==> config.mk <==
export PLATFORM = sky130hd
export DESIGN_NAME = isp_mode_ctrl
export DESIGN_NICKNAME = d
export VERILOG_FILES = /design/src/rtl/isp_pkg.sv /design/src/rtl/isp_decode.sv /design/src/rtl/isp_mode_fsm.sv /design/src/rtl/isp_strobe_gen.sv /design/src/rtl/isp_mode_ctrl.sv
export SDC_FILE = /design/constraint.sdc
export NUM_CORES = 1
export LEC_CHECK = 0
export CELL_PAD_IN_SITES_DETAIL_PLACEMENT = 1
export CELL_PAD_IN_SITES_GLOBAL_PLACEMENT = 2
export CORE_UTILIZATION = 30
export DETAILED_ROUTE_END_ITERATION = 7
export HOLD_SLACK_MARGIN = 0.15
export MAX_ROUTING_LAYER = met4
export PLACE_DENSITY_LB_ADDON = 0.1
export SLEW_MARGIN = 20
export SYNTH_ARGS = -nofsm -noshare
export SYNTH_HDL_FRONTEND = slang
export SYNTH_HIERARCHICAL = 1
export SYNTH_SLANG_ARGS = --single-unit
==> constraint.sdc <==
create_clock -name clk -period 3.2 [get_ports clk]
set_input_delay 0.96 -clock clk [delete_from_list [all_inputs] [get_ports clk]]
set_output_delay 0.96 -clock clk [all_outputs]
set_load 0.02 [all_outputs]
==> src/rtl/isp_pkg.sv <==
package isp_pkg;

  localparam int IR_W = 10;
  localparam int SEL_W = 2;

  localparam logic [IR_W-1:0] OPC_HIZ     = 10'b10_1100_1100;
  localparam logic [IR_W-1:0] OPC_CLAMP   = 10'b10_0011_0011;
  localparam logic [IR_W-1:0] OPC_EXIT    = 10'b10_0000_0001;
  localparam logic [IR_W-1:0] OPC_PROGRAM = 10'b10_1111_0100;
  localparam logic [IR_W-1:0] OPC_NOOP    = 10'b10_0001_0000;
  localparam logic [IR_W-1:0] OPC_ADDR    = 10'b10_0000_0011;
  localparam logic [IR_W-1:0] OPC_ERASE   = 10'b10_1111_0010;
  localparam logic [IR_W-1:0] OPC_READ    = 10'b10_0000_0101;

  typedef enum logic [3:0] {
    INS_BYPASS,
    INS_HIZ,
    INS_CLAMP,
    INS_EXIT,
    INS_PROGRAM,
    INS_NOOP,
    INS_ADDR,
    INS_ERASE,
    INS_READ
  } ins_e;

  typedef enum logic [1:0] {
    MODE_OFF,
    MODE_HIZ,
    MODE_CLAMP
  } mode_e;

  typedef enum logic [SEL_W-1:0] {
    SEL_BYPASS  = 2'd0,
    SEL_DEFAULT = 2'd1,
    SEL_ADDR    = 2'd2,
    SEL_DATA    = 2'd3
  } sel_e;

  function automatic sel_e route_of(ins_e ins);
    case (ins)
      INS_HIZ, INS_CLAMP, INS_EXIT, INS_NOOP, INS_ERASE: route_of = SEL_DEFAULT;
      INS_ADDR:                                          route_of = SEL_ADDR;
      INS_PROGRAM, INS_READ:                             route_of = SEL_DATA;
      default:                                           route_of = SEL_BYPASS;
    endcase
  endfunction

endpackage

==> src/rtl/isp_decode.sv <==
module isp_decode
  import isp_pkg::*;
(
  input  logic [IR_W-1:0] opcode,
  input  logic            in_isp,
  output ins_e            ins
);

  ins_e raw;

  always_comb begin
    case (opcode)
      OPC_HIZ:     raw = INS_HIZ;
      OPC_CLAMP:   raw = INS_CLAMP;
      OPC_EXIT:    raw = INS_EXIT;
      OPC_PROGRAM: raw = INS_PROGRAM;
      OPC_NOOP:    raw = INS_NOOP;
      OPC_ADDR:    raw = INS_ADDR;
      OPC_ERASE:   raw = INS_ERASE;
      OPC_READ:    raw = INS_READ;
      default:     raw = INS_BYPASS;
    endcase
  end

  // enable and exit pass in any mode; programming class needs ISP mode
  always_comb begin
    case (raw)
      INS_HIZ, INS_CLAMP, INS_EXIT, INS_BYPASS: ins = raw;
      default: ins = in_isp ? raw : INS_BYPASS;
    endcase
  end

endmodule

==> src/rtl/isp_mode_fsm.sv <==
module isp_mode_fsm
  import isp_pkg::*;
#(
  parameter int DWELL_CYCLES = 2000
) (
  input  logic  clk,
  input  logic  rst_n,
  input  logic  upd_ir,
  input  ins_e  new_ins,
  input  logic  tap_idle,
  output mode_e mode
);

  localparam int CNT_W = $clog2(DWELL_CYCLES + 1);
  localparam logic [CNT_W-1:0] LAST = CNT_W'(DWELL_CYCLES - 1);

  logic             pending;
  logic [CNT_W-1:0] dwell;

  always_ff @(posedge clk) begin
    if (!rst_n) begin
      mode    <= MODE_OFF;
      pending <= 1'b0;
      dwell   <= '0;
    end else if (upd_ir) begin
      dwell <= '0;
      case (new_ins)
        INS_HIZ: begin
          mode    <= MODE_HIZ;
          pending <= 1'b0;
        end
        INS_CLAMP: begin
          mode    <= MODE_CLAMP;
          pending <= 1'b0;
        end
        INS_EXIT: pending <= (mode != MODE_OFF);
        default:  pending <= 1'b0;
      endcase
    end else if (pending) begin
      if (!tap_idle) begin
        dwell <= '0;
      end else if (dwell == LAST) begin
        mode    <= MODE_OFF;
        pending <= 1'b0;
        dwell   <= '0;
      end else begin
        dwell <= dwell + 1'b1;
      end
    end
  end

endmodule

==> src/rtl/isp_strobe_gen.sv <==
module isp_strobe_gen
  import isp_pkg::*;
(
  input  logic clk,
  input  logic rst_n,
  input  logic upd_ir,
  input  logic tap_idle,
  input  logic in_isp,
  input  ins_e cur_ins,
  output logic prog_strobe,
  output logic erase_strobe,
  output logic read_strobe,
  output logic addr_inc
);

  logic idle_q;
  logic read_seen;
  logic fire;

  assign fire = tap_idle && !idle_q && in_isp && !upd_ir;

  always_ff @(posedge clk) begin
    if (!rst_n) begin
      idle_q       <= 1'b0;
      read_seen    <= 1'b0;
      prog_strobe  <= 1'b0;
      erase_strobe <= 1'b0;
      read_strobe  <= 1'b0;
      addr_inc     <= 1'b0;
    end else begin
      idle_q       <= tap_idle;
      prog_strobe  <= fire && (cur_ins == INS_PROGRAM);
      erase_strobe <= fire && (cur_ins == INS_ERASE);
      read_strobe  <= fire && (cur_ins == INS_READ);
      addr_inc     <= fire && (cur_ins == INS_READ) && read_seen;
      if (upd_ir)
        read_seen <= 1'b0;
      else if (fire && cur_ins == INS_READ)
        read_seen <= 1'b1;
    end
  end

endmodule

==> src/rtl/isp_mode_ctrl.sv <==
module isp_mode_ctrl
  import isp_pkg::*;
#(
  parameter int CLK_KHZ  = 10000,
  parameter int DWELL_US = 200
) (
  input  logic            clk,
  input  logic            rst_n,
  input  logic            tap_idle,
  input  logic            upd_ir,
  input  logic [IR_W-1:0] ir_word,
  output logic            isp_active,
  output logic            io_tristate,
  output logic            io_clamp,
  output logic            core_freeze,
  output logic [SEL_W-1:0] dr_sel,
  output logic            prog_strobe,
  output logic            erase_strobe,
  output logic            read_strobe,
  output logic            addr_inc
);

  localparam int DWELL_CYCLES = (CLK_KHZ * DWELL_US) / 1000;

  ins_e  dec_ins;
  ins_e  cur_ins;
  mode_e mode;

  isp_decode u_decode (
    .opcode (ir_word),
    .in_isp (isp_active),
    .ins    (dec_ins)
  );

  always_ff @(posedge clk) begin
    if (!rst_n)
      cur_ins <= INS_BYPASS;
    else if (upd_ir)
      cur_ins <= dec_ins;
  end

  isp_mode_fsm #(
    .DWELL_CYCLES (DWELL_CYCLES)
  ) u_mode (
    .clk      (clk),
    .rst_n    (rst_n),
    .upd_ir   (upd_ir),
    .new_ins  (dec_ins),
    .tap_idle (tap_idle),
    .mode     (mode)
  );

  isp_strobe_gen u_strobe (
    .clk          (clk),
    .rst_n        (rst_n),
    .upd_ir       (upd_ir),
    .tap_idle     (tap_idle),
    .in_isp       (isp_active),
    .cur_ins      (cur_ins),
    .prog_strobe  (prog_strobe),
    .erase_strobe (erase_strobe),
    .read_strobe  (read_strobe),
    .addr_inc     (addr_inc)
  );

  assign isp_active  = (mode != MODE_OFF);
  assign io_tristate = (mode == MODE_HIZ);
  assign io_clamp    = (mode == MODE_CLAMP);
  assign core_freeze = (mode == MODE_CLAMP);
  assign dr_sel      = route_of(cur_ins);

endmodule

==> impl_metrics.sql, run 1 <==
INSERT INTO impl_metrics (metric_group, metric, value, unit) VALUES
('logic_synthesis', 'synth_unique_cells', '57', ''),
('detailed_routing', 'routed_wirelength', '4.200', 'mm'),
('finish', 'fillerInstances', '601', ''),
('floorplan', 'rows', '25', ''),
('floorplan', 'initial_core_util', '0.3192', ''),
('detailed_routing', 'drcViolationCount', '0', ''),
('sta', 'worst_pin_slew', '0.5486', 'ns'),
('worst_setup_path', 'critical_path.max_fanout', '5', ''),
('finish', 'post_route_cells_drive_above_1_share', '0.1792', ''),
('hold_path', 'timing.hold.worst.start', 'cur_ins[1]', ''),
('placement', 'dpl_cells', '275', ''),
('logic_synthesis', 'syn_avg_cell_area', '8.639', 'um2'),
('sta', 'relSlewSlack', '0.6331', ''),
('finish', 'most-common-layout-cells', 'dfxtp_1, clkdlybuf4s50_1, buf_4', ''),
('pwr', 'power.leakage', '0.7264', 'nW'),
('run_status', 'status', 'finished clean', ''),
('worst_setup_path', 'critPathArrivalTime', '3.16', 'ns'),
('logic_synthesis', 'postSynthNetCount', '193', ''),
('finish', 'final_non_filler_cell_total', '279', ''),
('finish', 'num_antenna_cells', '0', ''),
('worst_setup_path', 'worst_ep_required_time', '3.38', 'ns'),
('sta', 'worst_hold_slack', '0.4852', 'ns'),
('grt', 'grt_start_max_net_pins', '18', ''),
('logic_synthesis', 'synth_enable_flop_cells', '0', ''),
('floorplan', 'die-height', '73.60', 'um'),
('sta', 'maxSlewViolCount', '0', ''),
('detailed_routing', 'first_pass_iters', '4', ''),
('grt', 'grt_overflow_total', '0', ''),
('clock_network', 'worst_skew_pair.late_latency', '0.27', 'ns'),
('detailed_routing', 'drt_first_iter_violations', '48', ''),
('placement', 'gp_routability_congestion', '0.9285', ''),
('finish', 'final-seq-area', '520.5', 'um2'),
('sta', 'min_period', '2.983', 'ns'),
('logic_synthesis', 'synthesis.instances', '178', ''),
('pwr', 'power-per-cell-area', '334.2', 'nW/um2'),
('placement', 'post-dp-hpwl', '3.236', 'mm'),
('logic_synthesis', 'ys_seq_elements', '26', ''),
('logic_synthesis', 'synth.yosys.seq_area_share', '0.3385', ''),
('detailed_routing', 'detailed_route_via_count', '1483', ''),
('hold_path', 'min-delay-path-class', 'reg -> reg', ''),
('logic_synthesis', 'yosysWarningCount', '6', ''),
('clock_network', 'clock_tree.root_cell', 'clkbuf_8', ''),
('finish', 'fin_nets', '228', ''),
('detailed_routing', 'via_per_inst', '5.315', ''),
('worst_setup_path', 'setup.worst_path.start', 'ir_word[6]', ''),
('floorplan', 'floorplan.die.width', '73.60', 'um'),
('grt', 'grt_pass1_wl', '7.293', 'mm'),
('worst_setup_path', 'criticalPathCategory', 'in -> reg', ''),
('clock_network', 'post_cts_hold_buffer_count', '0', ''),
('worst_setup_path', 'timing.rr.end', 'dr_sel[0]', ''),
('clock_network', 'clkTransAtPathRegs', '0.10', 'ns'),
('logic_synthesis', 'async_flop_share', '0', ''),
('sta', 'finalSetupViolations', '0', ''),
('clock_network', 'postCtsResizedCells', '0', ''),
('logic_synthesis', 'post_synth_instance_area', '1538', 'um2'),
('worst_setup_path', 'regToRegSetupSlack', '1.22', 'ns'),
('worst_setup_path', 'critical_path.reg2reg.startpoint', 'u_mode/mode[1]', ''),
('worst_setup_path', 'cp_capture_point', 'dr_sel[0]', ''),
('floorplan', 'fp.dieArea', '5416', 'um2'),
('run', 'maxCapViolCount', '0', ''),
('finish', 'post-route-cell-area', '1973', 'um2'),
('finish', 'final_common_cell', 'dfxtp_1', ''),
('grt', 'grt_pass1_vias', '1600', ''),
('sta', 'rsz_0062_raised_after_global_routing', 'false', ''),
('finish', 'area_delta_synth_final', '28.32', '%'),
('pwr', 'ir_drop', '161.0', 'uV'),
('grt', 'initial_antenna_violation_count', '0', ''),
('detailed_routing', 'antenna_violating_nets_post_route', '0', ''),
('clock_network', 'cts_made_buffers', '3', ''),
('worst_setup_path', 'setup.worst_path.start_class', 'input port', ''),
('worst_setup_path', 'worstSetupEndpointType', 'flop', '');
[kinds of logic after synthesis]
logic type                 after synthesis  share of synthesized area
and+or+nand+nor                         93                     0.3857
AOI/OAI and AO/OA                       36                     0.1603
adders and majority gates                1                   0.008135
DFF                                     26                     0.3385
buffers and inverters                   16                    0.06265
muxes                                    6                    0.04475
[cells in the mapped netlist, types with 2 or more instances]
master	count	share of area
nor2b_1	6	0.024
buf_6	4	0.029
nand3_1	9	0.029
o2111ai_1	2	0.011
or2_2	2	0.0081
buf_2	2	0.0065
and2_1	2	0.0081
mux2i_1	2	0.013
a31oi_1	10	0.041
nand2_1	13	0.032
nand2b_1	7	0.028
dfxtp_1	26	0.34
o211ai_1	2	0.0098
mux2_2	3	0.022
nor3_1	3	0.0098
and4_1	3	0.017
o21ai_1	2	0.0065
a211oi_1	3	0.015
a21oi_1	3	0.0098
or3_1	5	0.020
o21ai_0	5	0.016
o22ai_1	3	0.012
nor4_1	5	0.020
nand3b_1	2	0.0098
nand4_1	5	0.020
inv_1	7	0.017
nor2_1	8	0.020
nor3b_1	2	0.0098
and3_1	2	0.0081
or2b_1	3	0.015
[worst min path at each step]
| stage | cells past startpoint | endpoint |
|---|---|---|
| 2_1_floorplan | 1 | u_mode/dwell[10] |
| 5_1_grt | 1 | u_mode/dwell[10] |
| 4_1_cts | 1 | u_mode/dwell[10] |
| 3_3_place_gp | 1 | u_mode/dwell[10] |
| 3_5_place_dp | 1 | u_mode/dwell[10] |
| 6_report | 2 | u_strobe/erase_strobe |
[where the power goes]
group	internal [mW]	switching [mW]
combinational	0.0301	0.0254
sequential	0.324	0.000279
clock	0.167	0.112
[per-stage QoR]
| step | power (mW) | setup TNS, ns | setup WS (ns) | utilization |
|---|---|---|---|---|
| global placement | 0.3849 | -0.02142 | -0.02142 | 0.3948 |
| finish | 0.6595 | 0 | 0.2174 | 0.4096 |
| detailed placement | 0.3873 | -0.1035 | -0.1035 | 0.3948 |
| floorplan | 0.3507 | 0 | 0.3743 | - |
| CTS | 0.6711 | 0 | 0.2079 | 0.4096 |
| global route | 0.6886 | 0 | 0.09782 | 0.4096 |
[cell type report]
| cell class | instances | share of cell area |
|---|---|---|
| tap | 67 | 0.04249 |
| sequential | 26 | 0.2638 |
| clock buffer | 3 | 0.02093 |
| clock inverter | 1 | 0.01522 |
| inverter | 7 | 0.01332 |
| multi-input combinational | 136 | 0.4667 |
| timing repair buffer | 39 | 0.1776 |
[critical path: stages]
cell             delay, ns
clkdlybuf4s50_1       0.44
buf_4                 0.16
nand3_1               0.12
o22ai_1               0.13
a311oi_1              0.33
nor2b_1               0.11
mux2_4                0.28
and2_4                0.18
a21o_1                0.17
a211o_1               0.28
[layer usage]
metal / up-vias / global-route usage / wire length, um
met5: - / - / 0
met4: 0 / 0.06838 / 53
met3: 6 / 0.02881 / 98
met2: 21 / 0.3191 / 2218
met1: 723 / 0.1958 / 1830
li1: 733 / - / -
[registers in the layout, summed over array words and instances, names as in the netlist]
name,count
u_mode/dwell,11
u_strobe/read_strobe,1
u_mode/pending,1
u_strobe/addr_inc,1
u_mode/mode,2
u_strobe/read_seen,1
cur_ins,4
dr_sel,2
u_strobe/prog_strobe,1
u_strobe/idle_q,1
u_strobe/erase_strobe,1
Power figures use the tool's default switching activity.
==> run 2: changes to the inputs <==
CORE_MARGIN = 3   (was unset)
SLEW_MARGIN = 40   (was 20)
==> run 2 against run 1 <==
Register-to-register slack improved by 0.02 ns; first-iteration DRC count increased by 27%; via count decreased by 2.3%; design area decreased by 0.44%; die area increased by 11%; power decreased by 10%; setup slack got worse by 0.036 ns; fmax decreased by 1.2%; sequential share of layout area increased by 0.12 points; worst hold slack got worse by 0.0051 ns; clock power decreased by 24%; combinational power decreased by 3%; critical path type unchanged; largest power group unchanged.
==> impl_metrics.sql, run 2 (synthesized netlist as in run 1, its figures left out) <==
INSERT INTO impl_metrics (metric_group, metric, value, unit) VALUES
('floorplan', 'rows', '25', ''),
('detailed_routing', 'route.detailed.wl_per_inst', '14.36', 'um'),
('clock_network', 'numClockSinks', '26', ''),
('clock_network', 'cts_tree', 'yes', ''),
('clock_network', 'cts_made_buffers', '3', ''),
('sta', 'finalSetupViolations', '0', ''),
('detailed_routing', 'via_per_inst', '5.175', ''),
('clock_network', 'htree_num_levels', '1', ''),
('floorplan', 'placeableCoreArea', '4848', 'um2'),
('pwr', 'power.leakage', '0.7256', 'nW'),
('pwr', 'ir_drop', '133.2', 'uV'),
('sta', 'min_period', '3.019', 'ns'),
('run_status', 'status', 'finished clean', ''),
('clock_network', 'worst_skew_pair.late_latency', '0.27', 'ns'),
('detailed_routing', 'antenna_violating_nets_post_route', '0', ''),
('placement', 'gp_routability_congestion', '0.8138', ''),
('pwr', 'combPwrFrac', '0.091', ''),
('placement', 'pre_cts_ws', '-0.1035', 'ns'),
('sta', 'fmax', '331.3', 'MHz'),
('worst_setup_path', 'critical_path.max_fanout', '6', ''),
('finish', 'fin_nets', '229', ''),
('finish', 'post_route_cells_drive_above_1_share', '0.1831', ''),
('finish', 'post-route-cell-area', '1964', 'um2'),
('sta', 'relSlewSlack', '0.6264', ''),
('worst_setup_path', 'criticalPathCategory', 'in -> reg', ''),
('worst_setup_path', 'regToRegSetupSlack', '1.24', 'ns'),
('worst_setup_path', 'critical_path.reg2reg.startpoint', 'u_mode/mode[1]', ''),
('worst_setup_path', 'timing.rr.end', 'dr_sel[0]', ''),
('finish', 'most-common-layout-cells', 'dfxtp_1, clkdlybuf4s50_1, buf_4', ''),
('finish', 'most_flop_heavy_register', 'u_mode/dwell', ''),
('grt', 'grt_use_total', '0.1471', ''),
('worst_setup_path', 'cp_capture_point', 'dr_sel[0]', ''),
('sta', 'timing.setup.tns', '0', 'ns'),
('pwr', 'power-per-cell-area', '301.3', 'nW/um2'),
('worst_setup_path', 'setup.worst_path.start', 'ir_word[3]', ''),
('pwr', 'power', '591.9', 'uW'),
('grt', 'grt_start_max_net_pins', '18', ''),
('worst_setup_path', 'worst_ep_required_time', '3.37', 'ns'),
('floorplan', 'fp.dieArea', '6021', 'um2'),
('detailed_routing', 'routed_wirelength', '4.021', 'mm'),
('floorplan', 'top_level_ports', '24', ''),
('clock_network', 'postCtsResizedCells', '0', ''),
('run', 'maxCapViolCount', '0', ''),
('floorplan', 'die-height', '77.60', 'um'),
('sta', 'setup_slack', '0.1814', 'ns'),
('pwr', 'clock_power_share', '0.361', ''),
('sta', 'worst_clock_skew', '0.002908', 'ns'),
('grt', 'grt_pass1_vias', '1526', ''),
('pwr', 'netSwitchingFraction', '0.2175', ''),
('sta', 'timing_hold_violations_final', '0', ''),
('detailed_routing', 'first_pass_iters', '4', ''),
('sta', 'maxSlewViolCount', '0', ''),
('placement', 'placed_area', '1909', 'um2'),
('placement', 'port_buffers', '23', ''),
('finish', 'fillerInstances', '584', ''),
('worst_setup_path', 'reg2regPathDepth', '8', ''),
('finish', 'largest_reg_flops', '11', ''),
('worst_setup_path', 'setup.worst_path.start_class', 'input port', ''),
('detailed_routing', 'drt_first_iter_violations', '61', ''),
('worst_setup_path', 'worstSetupEndpointType', 'flop', ''),
('grt', 'grt_pass1_wl', '7.107', 'mm'),
('detailed_routing', 'detailed_route_via_count', '1449', ''),
('clock_network', 'clock_tree.root_cell', 'clkbuf_8', ''),
('floorplan', 'floorplan.die.width', '77.60', 'um'),
('sta', 'period_share', '0.9433', ''),
('pwr', 'internal_power', '463.2', 'uW'),
('pwr', 'p_sw', '128.7', 'uW'),
('grt', 'initial_antenna_violation_count', '0', ''),
('floorplan', 'initial_core_util', '0.3172', ''),
('grt', 'grt_overflow_total', '0', ''),
('finish', 'final_common_cell', 'dfxtp_1', ''),
('sta', 'worst_pin_slew', '0.5586', 'ns'),
('clock_network', 'post_cts_hold_buffer_count', '0', ''),
('pwr', 'p_seq_frac', '0.548', ''),
('hold_path', 'min-delay-path-class', 'reg -> reg', ''),
('detailed_routing', 'drcViolationCount', '0', ''),
('placement', 'post-dp-hpwl', '3.213', 'mm'),
('finish', 'reg_top3', 'u_mode/dwell (11), cur_ins (4)', ''),
('worst_setup_path', 'critPathArrivalTime', '3.18', 'ns'),
('finish', 'multiInputGateArea', '920.9', 'um2'),
('finish', 'final-seq-area', '520.5', 'um2'),
('clock_network', 'clkTransAtPathRegs', '0.09', 'ns'),
('finish', 'num_antenna_cells', '0', ''),
('sta', 'rsz_0062_raised_after_global_routing', 'false', ''),
('clock_network', 'total_setup_buffers_inserted_after_cts', '0', ''),
('finish', 'area_delta_synth_final', '27.75', '%'),
('clock_network', 'ctsLongestPathBuffers', '2', '');
## run 2: changes by cell type in the layout (fill, tap and decap cells not counted)
cell       previous run  this run
clkbuf_8              3         4
buf_4                16        17
bufinv_16             1         0
## run 2: worst min-delay path by stage
stage	depth (start not counted)	end	from	slack [ns]
2_1_floorplan	1	u_mode/dwell[10]	u_mode/dwell[10]	0.43
3_3_place_gp	1	u_mode/dwell[10]	u_mode/dwell[10]	0.46
3_5_place_dp	1	u_mode/dwell[10]	u_mode/dwell[10]	0.47
4_1_cts	1	u_mode/dwell[10]	u_mode/dwell[10]	0.48
5_1_grt	2	u_strobe/erase_strobe	cur_ins[1]	0.51
6_report	1	u_mode/dwell[10]	u_mode/dwell[10]	0.48
## run 2: cell type report
| type | instances | share of cell area |
|---|---|---|
| sequential | 26 | 0.2650 |
| clock buffer | 4 | 0.02803 |
| multi-input combinational | 136 | 0.4688 |
| tap | 67 | 0.04268 |
| inverter | 7 | 0.01338 |
| timing repair buffer | 40 | 0.1822 |
## run 2: metrics by stage
| stage | util | hold WS, ns | std cells |
|---|---|---|---|
| 6_report | 0.4052 | 0.4801 | 280 |
| 5_1_grt | 0.4052 | 0.5118 | 280 |
| 3_5_place_dp | 0.3938 | 0.4696 | 276 |
| 3_3_place_gp | 0.3938 | 0.4599 | 276 |
| 4_1_cts | 0.4052 | 0.4817 | 280 |
| 2_1_floorplan | - | 0.4295 | 178 |
## run 2: routing by layer
layer	vias to the layer above	routed length, um	GRT usage
met5	-	0	-
met2	17	2030	0.2483
met3	4	81	0.03016
met1	689	1873	0.1778
met4	0	36	0.03915
li1	739	-	-
## run 2: worst max-delay path, cell delays in order
cell and delay (ns):
clkdlybuf4s50_1 0.45, or4b_4 0.58, a211oi_1 0.29, a211oi_1 0.08, a21oi_1 0.22, mux2i_1 0.10
nor2b_1 0.17, nor4_1 0.08, a211o_1 0.26
## run 2: power groups by stage
stage / clock network [mW] / logic, mW / registers [mW]
after detailed placement: 0 / 0.0544 / 0.332
after floorplan: 0 / 0.0190 / 0.332
final: 0.214 / 0.0541 / 0.324
after CTS: 0.223 / 0.0544 / 0.324
after global placement: 0 / 0.0524 / 0.332
after global routing: 0.242 / 0.0593 / 0.324
==> run 3: changes to the inputs <==
clock period = 2.9 ns   (was 3.2 ns; I/O delays follow)
==> run 3 against run 2 <==
Clock skew down 0.0014 ns; global-route usage down 1.1 points; core utilization increased by 2.2 points; worst hold slack lost 0.00086 ns; sequential share of layout area down 1.3 points; sequential power up 10%; design area grew 5.4%; largest cell class unchanged; register-to-register slack lost 0.37 ns; setup slack lost 0.11 ns; clock-buffer cell count is 1 lower.
==> impl_metrics.sql, run 3 (synthesized netlist as in run 1, its figures left out) <==
INSERT INTO impl_metrics (metric_group, metric, value, unit) VALUES
('finish', 'final_common_cell', 'dfxtp_1', ''),
('placement', 'placed_area', '1932', 'um2'),
('floorplan', 'floorplan.die.width', '77.60', 'um'),
('floorplan', 'placeableCoreArea', '4848', 'um2'),
('sta', 'min_period', '2.831', 'ns'),
('worst_setup_path', 'criticalPathCategory', 'in -> reg', ''),
('detailed_routing', 'via_per_inst', '5.218', ''),
('worst_setup_path', 'critPathArrivalTime', '3.00', 'ns'),
('worst_setup_path', 'cp_capture_point', 'dr_sel[0]', ''),
('finish', 'most_flop_heavy_register', 'u_mode/dwell', ''),
('grt', 'grt_start_max_net_pins', '16', ''),
('floorplan', 'rows', '25', ''),
('floorplan', 'fp.dieArea', '6021', 'um2'),
('sta', 'timing.setup.tns', '0', 'ns'),
('worst_setup_path', 'reg2regPathDepth', '8', ''),
('pwr', 'power', '725.4', 'uW'),
('grt', 'grt_pass1_vias', '1486', ''),
('placement', 'post-dp-hpwl', '3.081', 'mm'),
('placement', 'port_buffers', '23', ''),
('clock_network', 'numClockSinks', '26', ''),
('worst_setup_path', 'setup.worst_path.start', 'ir_word[5]', ''),
('finish', 'num_antenna_cells', '0', ''),
('pwr', 'ir_drop', '164.2', 'uV'),
('placement', 'pre_cts_ws', '-0.3003', 'ns'),
('detailed_routing', 'drcViolationCount', '0', ''),
('finish', 'area_delta_synth_final', '34.58', '%'),
('worst_setup_path', 'critical_path.reg2reg.startpoint', 'u_mode/mode[1]', ''),
('sta', 'worst_pin_slew', '0.4188', 'ns'),
('floorplan', 'initial_core_util', '0.3172', ''),
('detailed_routing', 'first_pass_iters', '4', ''),
('clock_network', 'post_cts_hold_buffer_count', '0', ''),
('finish', 'fin_nets', '234', ''),
('sta', 'worst_clock_skew', '0.001490', 'ns'),
('hold_path', 'min-delay-path-class', 'reg -> reg', ''),
('detailed_routing', 'detailed_route_via_count', '1487', ''),
('worst_setup_path', 'timing.rr.end', 'dr_sel[0]', ''),
('finish', 'most-common-layout-cells', 'dfxtp_1, buf_4, clkdlybuf4s50_1', ''),
('floorplan', 'die-height', '77.60', 'um'),
('clock_network', 'ctsLongestPathBuffers', '2', ''),
('finish', 'post-route-cell-area', '2069', 'um2'),
('sta', 'period_share', '0.9762', ''),
('detailed_routing', 'antenna_violating_nets_post_route', '0', ''),
('run_status', 'status', 'finished clean', ''),
('floorplan', 'top_level_ports', '24', ''),
('worst_setup_path', 'regToRegSetupSlack', '0.87', 'ns'),
('pwr', 'power-per-cell-area', '350.5', 'nW/um2'),
('clock_network', 'htree_num_levels', '1', ''),
('worst_setup_path', 'worst_ep_required_time', '3.07', 'ns'),
('finish', 'final_non_filler_cell_total', '285', ''),
('sta', 'worst_hold_slack', '0.4793', 'ns'),
('run', 'maxCapViolCount', '0', ''),
('detailed_routing', 'routed_wirelength', '4.148', 'mm'),
('clock_network', 'cts_made_buffers', '3', ''),
('grt', 'grt_overflow_total', '0', ''),
('placement', 'dpl_cells', '279', ''),
('sta', 'maxSlewViolCount', '0', ''),
('hold_path', 'worstHoldPathCells', '1', ''),
('detailed_routing', 'drt_first_iter_violations', '31', ''),
('sta', 'setup_slack', '0.06891', 'ns'),
('detailed_routing', 'route.detailed.wl_per_inst', '14.55', 'um'),
('finish', 'post_route_cells_drive_above_1_share', '0.2294', ''),
('clock_network', 'clock_tree.root_cell', 'clkbuf_8', ''),
('clock_network', 'clkTransAtPathRegs', '0.09', 'ns'),
('placement', 'gp_routability_congestion', '0.7998', ''),
('finish', 'finalCoreUtilization', '0.4268', ''),
('worst_setup_path', 'worstSetupEndpointType', 'flop', ''),
('grt', 'grt_pass1_wl', '6.679', 'mm'),
('finish', 'reg_top3', 'u_mode/dwell (11), cur_ins (4)', ''),
('worst_setup_path', 'setup.worst_path.start_class', 'input port', ''),
('sta', 'finalSetupViolations', '0', ''),
('clock_network', 'cts_tree', 'yes', ''),
('grt', 'grt_use_total', '0.1363', ''),
('finish', 'largest_reg_flops', '11', ''),
('sta', 'fmax', '353.2', 'MHz'),
('worst_setup_path', 'critical_path.max_fanout', '4', ''),
('grt', 'initial_antenna_violation_count', '0', ''),
('sta', 'timing_hold_violations_final', '0', ''),
('pwr', 'power.leakage', '0.8249', 'nW'),
('sta', 'relSlewSlack', '0.7204', ''),
('clock_network', 'worst_skew_pair.late_latency', '0.27', 'ns');
-- run 3: layout make-up --
type	instances	area, um2
clock buffers	3	41.29
clock inverters	1	30.03
fillers	576	2779
inverters	7	26.28
multi-input cells	136	953.4
flip-flops and latches	26	520.5
well taps	67	83.83
repair buffers	45	414.1
-- run 3: how the worst min path moves through the flow --
| stage | from | endpoint | slack, ns |
|---|---|---|---|
| 5_1_grt | u_mode/dwell[10] | u_mode/dwell[10] | 0.53 |
| 2_1_floorplan | u_mode/dwell[10] | u_mode/dwell[10] | 0.43 |
| 4_1_cts | u_mode/dwell[10] | u_mode/dwell[10] | 0.48 |
| 3_3_place_gp | u_mode/dwell[10] | u_mode/dwell[10] | 0.46 |
| 6_report | u_mode/dwell[10] | u_mode/dwell[10] | 0.48 |
| 3_5_place_dp | u_mode/dwell[10] | u_mode/dwell[10] | 0.47 |
-- run 3: timing repair --
action / in CTS / in global routing
endpoints found under the setup margin: 1 / 1
buffers inserted: 0 / 2
hold endpoints to repair: 0 / 0
resized for setup: 0 / 14
pin swaps: 1 / 7
-- run 3: power breakdown --
part           total (mW)  switching (mW)  internal (mW)
Sequential          0.358        0.000160          0.357
Combinational      0.0657          0.0310         0.0347
Clock               0.302           0.118          0.185
Total               0.725           0.149          0.577
-- run 3: critical path: stages --
cell and delay (ns):
clkdlybuf4s50_1 0.43, buf_4 0.16, nand3_1 0.12, o22ai_2 0.13
a311oi_2 0.30, nor2b_1 0.10, mux2_4 0.27, and2_4 0.17
a21o_1 0.17, a211o_1 0.28
-- run 3: layer usage --
layer,routed length (um),vias to the layer above,track usage
met5,0,-,-
li1,-,747,-
met2,2161,13,0.2414
met4,19,0,0.02669
met3,64,2,0.02088
met1,1904,725,0.1635
